File: src/rtl/acc_alu_pkg.sv
// Shared function-code encoding for the accumulator ALU.
// Assumes callers cast the raw 3-bit code to alu_fn_e before decoding.
package acc_alu_pkg;
    typedef enum logic [2:0] {
        FN_ADD  = 3'd0,
        FN_SUB  = 3'd1,
        FN_MUL  = 3'd2,
        FN_AND  = 3'd3,
        FN_OR   = 3'd4,
        FN_XOR  = 3'd5,
        FN_STEP = 3'd6,
        FN_CMP  = 3'd7
    } alu_fn_e;

    // Sub-operation select for FN_STEP, carried on operand B bits [1:0].
    localparam logic [1:0] STEP_INC = 2'b00;
    localparam logic [1:0] STEP_DEC = 2'b01;
endpackage

File: src/rtl/alu_unary.sv
// Single-operand step unit: increment, decrement or shift left by one.
// Assumes mode bit 1 set means shift, whatever bit 0 holds; results wrap.
module alu_unary
    import acc_alu_pkg::*;
#(
    parameter int WIDTH = 8
) (
    input  logic [WIDTH-1:0] val,
    input  logic [1:0]       mode,
    output logic [WIDTH-1:0] res
);
    localparam logic [WIDTH-1:0] ONE = WIDTH'(1);

    // Pick the step operation from the mode bits.
    always_comb begin
        if (mode[1])
            res = {val[WIDTH-2:0], 1'b0};
        else if (mode == STEP_DEC)
            res = val - ONE;
        else
            res = val + ONE;
    end
endmodule

File: src/rtl/alu_compare.sv
// Unsigned magnitude comparator producing a one-hot {gt, lt, eq} triple.
// Assumes both operands are unsigned values of equal width.
module alu_compare #(
    parameter int WIDTH = 8
) (
    input  logic [WIDTH-1:0] lhs,
    input  logic [WIDTH-1:0] rhs,
    output logic [2:0]       rel
);
    // Classify the operand pair into exactly one relation.
    always_comb begin
        if (lhs == rhs)
            rel = 3'b001;
        else if (lhs < rhs)
            rel = 3'b010;
        else
            rel = 3'b100;
    end
endmodule

File: src/rtl/alu_datapath.sv
// Combinational result path for every function code that writes the
// accumulator. Assumes the compare code's output is ignored by the caller.
module alu_datapath
    import acc_alu_pkg::*;
#(
    parameter int WIDTH = 8
) (
    input  logic [WIDTH-1:0] opnd_a,
    input  logic [WIDTH-1:0] opnd_b,
    input  alu_fn_e          fn,
    output logic [WIDTH-1:0] result
);
    localparam int PW = 2 * WIDTH;

    logic [PW-1:0]    product;
    logic [WIDTH-1:0] step_res;

    // Full-width product; only the low half is kept.
    assign product = {{WIDTH{1'b0}}, opnd_a} * {{WIDTH{1'b0}}, opnd_b};

    alu_unary #(.WIDTH(WIDTH)) unary_i (
        .val  (opnd_a),
        .mode (opnd_b[1:0]),
        .res  (step_res)
    );

    // Select the result for the current function code.
    always_comb begin
        unique case (fn)
            FN_ADD:  result = opnd_a + opnd_b;
            FN_SUB:  result = opnd_a - opnd_b;
            FN_MUL:  result = product[WIDTH-1:0];
            FN_AND:  result = opnd_a & opnd_b;
            FN_OR:   result = opnd_a | opnd_b;
            FN_XOR:  result = opnd_a ^ opnd_b;
            FN_STEP: result = step_res;
            default: result = '0;
        endcase
    end
endmodule

File: src/rtl/acc_alu.sv
// Accumulator ALU top: computes through alu_datapath and alu_compare, and
// captures either the result or the flags on a rising edge with latch_en high.
// Assumes synchronous active-low reset held for at least one edge at start-up.
module acc_alu
    import acc_alu_pkg::*;
#(
    parameter int WIDTH = 8
) (
    input  logic             clk,
    input  logic             rst_n,
    input  logic [WIDTH-1:0] opnd_a,
    input  logic [WIDTH-1:0] opnd_b,
    input  logic [2:0]       fn_code,
    input  logic             latch_en,
    output logic [WIDTH-1:0] acc,
    output logic             flag_eq,
    output logic             flag_lt,
    output logic             flag_gt
);
    alu_fn_e          fn;
    logic [WIDTH-1:0] result;
    logic [2:0]       rel;
    logic [WIDTH-1:0] acc_q;
    logic [2:0]       flags_q;

    assign fn = alu_fn_e'(fn_code);

    alu_datapath #(.WIDTH(WIDTH)) dp_i (
        .opnd_a (opnd_a),
        .opnd_b (opnd_b),
        .fn     (fn),
        .result (result)
    );

    alu_compare #(.WIDTH(WIDTH)) cmp_i (
        .lhs (opnd_a),
        .rhs (opnd_b),
        .rel (rel)
    );

    // Capture either the computed result or the compare flags on the strobe.
    always_ff @(posedge clk) begin
        if (!rst_n) begin
            acc_q   <= '0;
            flags_q <= '0;
        end else if (latch_en) begin
            if (fn == FN_CMP)
                flags_q <= rel;
            else
                acc_q <= result;
        end
    end

    assign acc     = acc_q;
    assign flag_eq = flags_q[0];
    assign flag_lt = flags_q[1];
    assign flag_gt = flags_q[2];

    // reset clears all architectural state.
    a_r1_reset_clear: assert property (@(posedge clk)
        !rst_n |=> (acc == '0 && !flag_eq && !flag_lt && !flag_gt));

    // no strobe, no change.
    a_r2_hold_no_latch: assert property (@(posedge clk) disable iff (!rst_n)
        !latch_en |=> ($stable(acc) && $stable({flag_gt, flag_lt, flag_eq})));

    // a latched compare leaves exactly one flag set.
    a_r7_cmp_onehot: assert property (@(posedge clk) disable iff (!rst_n)
        (latch_en && fn_code == 3'd7) |=> $countones({flag_gt, flag_lt, flag_eq}) == 1);

    // the flag triple is never more than one-hot.
    a_r7_flags_onehot0: assert property (@(posedge clk) disable iff (!rst_n)
        $onehot0({flag_gt, flag_lt, flag_eq}));

    // compare does not disturb the accumulator.
    a_r8_cmp_keeps_acc: assert property (@(posedge clk) disable iff (!rst_n)
        (latch_en && fn_code == 3'd7) |=> $stable(acc));

    // non-compare codes do not disturb the flags.
    a_r8_op_keeps_flags: assert property (@(posedge clk) disable iff (!rst_n)
        (latch_en && fn_code != 3'd7) |=> $stable({flag_gt, flag_lt, flag_eq}));

    // a latched add lands its modulo sum in the accumulator.
    a_r3_add_wraps: assert property (@(posedge clk) disable iff (!rst_n)
        (latch_en && fn_code == 3'd0) |=> acc == WIDTH'($past(opnd_a) + $past(opnd_b)));
endmodule

File: config.mk
export PLATFORM = sky130hd
export DESIGN_NAME = acc_alu
export DESIGN_NICKNAME = d
export VERILOG_FILES = /design/src/rtl/acc_alu_pkg.sv /design/src/rtl/alu_unary.sv /design/src/rtl/alu_compare.sv /design/src/rtl/alu_datapath.sv /design/src/rtl/acc_alu.sv
export SDC_FILE = /design/constraint.sdc
export NUM_CORES = 1
export LEC_CHECK = 0
export CORE_ASPECT_RATIO = 2
export CORE_MARGIN = 2
export CORE_UTILIZATION = 60
export DETAILED_ROUTE_END_ITERATION = 10
export PLACE_DENSITY = 0.88
export SETUP_SLACK_MARGIN = 0.05
export SLEW_MARGIN = 0
export SYNTH_ARGS = -nofsm -noshare
export SYNTH_HDL_FRONTEND = slang
export SYNTH_SLANG_ARGS = --single-unit
File: constraint.sdc
create_clock -name clk -period 12.8 [get_ports clk]
set_input_delay 3.84 -clock clk [delete_from_list [all_inputs] [get_ports clk]]
set_output_delay 3.84 -clock clk [all_outputs]
set_load 0.05 [all_outputs]
# After elaboration in Yosys (flattened, before gate mapping)
# Index checks and enable logic that the tools add are counted.
[word_totals] reg_bits=11 latchBits=0 mem_bits_rw=0 romBits=0 in_bits=22 output_inout_bits=11 elab_cells=29 memories=0
[classes] addsub=4 n_mul=1 n_div=0 magnitude_cmp=1 n_eq_ne=9 shifts=0 n_mux=5 bitwise_logic=4 reduce_logical=3
[ops] cell="8-bit case mux with 7 select lines" count=1
[ops] cell="8-bit two-way mux" count=2
[ops] cell="3-bit equality test (second input constant)" count=4
[ops] cell="8-bit by 1-bit adder with 8-bit output (second input constant)" count=1
[ops] cell="8-bit adder" count=1
[ops] cell="8-bit AND" count=1
[ops] cell="8-bit equality test" count=1
[ops] cell="8-bit < comparator" count=1
[ops] cell="8-bit by 8-bit multiplier with 8-bit output" count=1
[ops] cell="8-bit bitwise OR" count=1
[ops] cell="8-bit by 1-bit subtractor with 8-bit output (second input constant)" count=1
[ops] cell="8-bit subtractor" count=1
[ops] cell="8-bit bitwise XOR" count=1
[ops] cell="3-bit by 2-bit equality test with 1-bit output (second input constant)" count=2
[ops] cell="3-bit two-way mux" count=2
[ops] cell="2-bit AND reduction" count=2
[ops] cell="3-bit by 1-bit equality test with 1-bit output (second input constant)" count=1
[ops] cell="3-bit logical NOT" count=1
[ops] cell="2-bit by 1-bit equality test with 1-bit output (second input constant)" count=1
[ops] cell="1-bit inverter" count=1

# Logic depth before layout (Yosys ltp)
[logic_depth] ltp_word=4 ltp_mapped=16 ltp_nobuf=16

# Modules after synthesis
# A second synthesis with hierarchy kept.
[unflattened] cells_unflattened=407 area_unflattened_um2=3027.9
[modules_own_cells] mod="alu_datapath" n_inst=1 cells_per_inst=260 area_each_um2=1948.1 seq_area_each_um2=0.0
[modules_own_cells] mod="acc_alu" n_inst=1 cells_per_inst=49 area_each_um2=442.9 seq_area_each_um2=220.2
[modules_own_cells] mod="alu_unary" n_inst=1 cells_per_inst=68 area_each_um2=420.4 seq_area_each_um2=0.0
[modules_own_cells] mod="alu_compare" n_inst=1 cells_per_inst=30 area_each_um2=216.5 seq_area_each_um2=0.0

# Worst setup path before layout
# No wires, ideal clock.
[synth_path] kind="in2reg" start="input opnd_a[2]" end="register acc_q[7] (netlist: acc[7])" setup_time_ns=0.134 arrival_ns=7.087 required_time_ns=12.666 path_slack_ns=5.579 stages=16 path_buffers=0 cell_sequence="ha_1 inv_1 fa_1 inv_1 fa_1 ha_1 inv_1 fa_1 inv_1 ha_1 a21o_1 a21oi_1 xnor3_1 xnor3_1 a21oi_1 a41oi_1"
[synth_between] elab_chain_len=4 word_cells_on_any_way=8 classes_between="4 x add/sub; 1 x mul; 3 x mux"
[synth_rtl] element="from (decl)" line_no="acc_alu.sv:11" text="input logic [WIDTH-1:0] opnd_a,"
[synth_rtl] element="parallel branches: the longest is 3 deep, another holds 8-bit by 8-bit multiplier with 8-bit output"
[synth_rtl] element="8-bit case mux with 7 select lines *" line_no="alu_datapath.sv:29" text="unique case (fn)"
[synth_rtl] element="to (signal assigned)" line_no="acc_alu.sv:50" text="acc_q <= result;"
[synth_rtl] element="to (decl)" line_no="acc_alu.sv:23" text="logic [WIDTH-1:0] acc_q;"
# Mark *: on every way between the ends.
# A chain may end at the register's enable or synchronous reset.

# Worst setup path after layout
[layout_path] start="input opnd_b[1]" end="register acc_q[7] (netlist: acc[7])"
[layout_between] elab_chain_len=4 word_cells_on_any_way=7 classes_between="2 x add/sub; 1 x mul; 1 x eq/ne; 3 x mux"
[layout_rtl] element="from (decl)" line_no="acc_alu.sv:12" text="input logic [WIDTH-1:0] opnd_b,"
[layout_rtl] element="parallel branches: the longest is 3 deep, another holds 8-bit by 8-bit multiplier with 8-bit output"
[layout_rtl] element="8-bit case mux with 7 select lines *" line_no="alu_datapath.sv:29"
# Marks and branches as above.

==> metrics.md <==
| Metric | Value |
|---|---|
| Post-layout net count | 482 |
| Synthesis-to-layout area growth | 13.0% |
| Kind of end point of the critical path | flop |
| Slowest cell on the critical path | clkdlybuf4s50_1 |
| Hold Fails Final Rpt | 0 |
| Mapped Nets | 457 |
| Clock power share | 15.4% |
| Wire per inst | 20.5 µm |
| Slew HR | 35.6% |
| Share of layout cells above drive strength 1 | 3.52% |
| DP HPWL | 7590 µm |
| First-pass DRT Iterations | 4 |
| DP Area | 3150 µm² |
| Startpoint Class | input port |
| Power Total | 246 µW |
| Top_reg_cell synth | dfxtp_1 |
| Max Root-Sink Buffers | 2 |
| Row cnt | 35 |
| Arrival @ worst endpoint | 8.44 ns |
| Max H-tree Level | 1 |
| RSZ-0062 raised after global routing | false |
| CTS clock-pin slew for the worst setup and hold paths | 0.06 ns |
| EDFF count, synth | 0 |
| CTS tree | yes |
| Drt via density | 6.33 |
| Synthesized flop and latch total | 11 |
| Reg2Reg Setup Slack | 11.73 ns |
| Clk Tree Root Cell | clkbuf_8 |
| Worst hold path depth | 2 |
| Synth top area share | 20.3% |
| Largest net degree at the start of global routing | 34 |
| Kind of critical path | in2reg |
| Initial antenna violation count | 0 |
| Post-DRT Antenna Nets | 0 |
| Status | finished clean |
| Gr ovfl total | 0 |
| Sequential area share after synthesis | 7.77% |
| Number of global-route vias before repair | 2956 |
| Initial DRC Count | 148 |
| Fmax | 0.120 GHz |
| Reg2Reg Capture Point | acc[5] |
| Synth Cell Area | 2830 µm² |
| Antenna fix cells | 0 |
| Setup TNS | 0 ns |
| Final worst path period share | 65.0% |
| Leading cell types by count after synthesis | inv_1, ha_1, nor2_1, nand2_1, a21oi_1 |
| Initial core utilization | 62.2% |
| Sw Pwr | 116 µW |
| Final worst path period need | 8.33 ns |
| Hold Path End | flags_q[0] |
| Peak supply drop | 0.0682 mV |
| Worst-margin pin slew | 0.959 ns |
| CP peak stage delay | 0.85 ns |
| Final Setup Violations | 0 |
| Vias | 2869 |
| Logic gate share of total power | 68.9% |
| Sink Count | 11 |
| Final WL | 9300 µm |
| Synth Warn # | 0 |
| Slew Limit Fails | 0 |
| Internal power | 129 µW |
| Chip height | 101 µm |
| Dominant cells by area after synthesis | ha_1, fa_1, dfxtp_1 |
| Full die area | 5320 µm² |
| I/O Buffers | 32 |
| Hold Crit Class | reg2reg |
| DRC Markers | 0 |
| Maxcap violations | 0 |
| Layout Skew | 0 ns |
| Post-CTS Resized | 0 |
| I/O Pins | 33 |
| Clk_lat worst skew | 0.25 ns |
| Hold_buf cts | 0 |
| Synth Instances | 374 |
| Flop pwr share | 15.6% |
| Die Wd | 52.6 µm |
| Post-route design area | 3200 µm² |
| Count of different cell masters after synthesis | 59 |
| Most frequent CP cell | ha_1 |
| Gr usage total | 38.8% |
| Hold path start | flags_q[0] |
| Most frequent cell after synthesis | inv_1 |
| Global-route wire length before repair | 15100 µm |
| Sw Share | 47.4% |
| Beginning of the worst register-to-register path | acc[5] |
| Number of setup buffers added after CTS | 0 |
| Core Box Area | 4550 µm² |
| Critical Path, Cell by Cell | clkdlybuf4s50_1 -> clkinv_1 -> nor2_1 -> ha_1 -> ha_1 -> inv_1 -> fa_1 -> inv_1 -> ha_1 -> fa_1 -> a21o_1 -> a21oi_1 -> xnor3_1 -> xnor3_1 -> a21oi_1 -> a41oi_1 |
| Cts bufs inserted | 3 |
| WP data required | 12.92 ns |
| Largest area contributor in the netlist | ha_1 |
| Reg2Reg Depth | 3 |
| Mapped Avg Cell Area | 7.57 µm² |
| Power per cell area | 76.7 nW/µm² |
| CP Max Fanout | 12 |
| Leak Pwr | 0.00153 µW |
| Placer Congestion | 1.09 |
| Asr flop ratio synth | 0% |
## per-stage QoR
| stage | setup WS, ns | hold slack, ns | cells | util [%] |
|---|---|---|---|---|
| after floorplan | 5.58 | 0.753 | 374 | - |
| after global placement | 4.26 | 0.496 | 449 | 69.3 |
| after detailed placement | 4.22 | 0.504 | 449 | 69.3 |
| after CTS | 4.47 | 0.522 | 453 | 70.3 |
| after global routing | 4.27 | 0.547 | 453 | 70.3 |
| final | 4.47 | 0.517 | 453 | 70.3 |
## worst max-delay path by stage
stage	start	to	slack, ns
6_report	opnd_b[1]	acc[7]	4.47
5_1_grt	opnd_b[1]	acc[7]	4.27
4_1_cts	opnd_b[1]	acc[7]	4.47
3_5_place_dp	opnd_b[1]	acc[7]	4.22
3_3_place_gp	opnd_b[1]	acc[7]	4.26
2_1_floorplan	opnd_a[2]	acc[7]	5.58
## worst max-delay path, delay by kind of cell
family,cells,cell delay (ns)
AND/OR/NAND/NOR,1,0.27
buffers and inverters,4,1.42
AO/OA/AOI/OAI,4,0.73
XOR/XNOR,2,0.48
adder cells (fa/ha/maj),5,1.69
## state kept, by name, summed over array words and instances, names as in the netlist
signal and cells:
flags_q 3, acc 8
## layout make-up
cell class	instances	area, µm²
Inverter	56	210
Timing Repair Buffer	33	328
Clock inverter	1	5.00
Clock buffer	3	41.3
Tap cell	55	68.8
Fill cell	412	1350
Multi-Input combinational cell	294	2330
Sequential cell	11	220
## placed cells by master (no fill, tap or decap), drive strengths merged, types with 2 or more instances in the layout
master          n
nand4           2
o211ai          7
dfxtp          11
a22oi           2
xnor2          16
xor2            4
a21oi          25
xnor3           2
nand2b          7
a31oi           5
o22ai           8
clkbuf          3
and2            3
or3             2
or2             2
clkdlybuf4s50  32
nor3            6
o211a           2
nor2           36
o21a            5
nand2          27
a21o            8
a211oi          4
o21ai          23
a2111oi         4
ha             46
nand3           3
inv            55
o31ai           2
mux2i           4
fa             15
clkinv          2
nor4            2
nor2b           4
## routing by layer
layer / wire (µm) / up-vias / global-route usage (%)
met2: 4800 / 125 / 68.0
met4: 865 / 0 / 29.2
met3: 422 / 59 / 5.31
met1: 3220 / 1345 / 39.8
met5: 0 / - / 0
li1: - / 1340 / -
## kinds of logic (layout without fill, tap and decap cells)
| kind of cell | after synthesis | after routing | share of synthesized area [%] |
|---|---|---|---|
| XOR/XNOR | 22 | 22 | 8.04 |
| flip-flops | 11 | 11 | 7.77 |
| adder cells (fa/ha/maj) | 61 | 61 | 30.9 |
| multiplexers | 5 | 5 | 1.81 |
| AO/OA/AOI/OAI | 108 | 108 | 25.3 |
| AND/OR/NAND/NOR | 98 | 98 | 16.1 |
| buffers and inverters | 69 | 93 | 10.1 |
## power by group through the flow
stage	combinational, µW	sequential (µW)	clock [µW]
floorplan	109	48.5	0
global route	185	38.8	38.6
CTS	167	38.5	36.8
finish	169	38.4	37.9
detailed placement	167	39.2	0
global placement	163	39.2	0
Power figures use the tool's default switching activity.
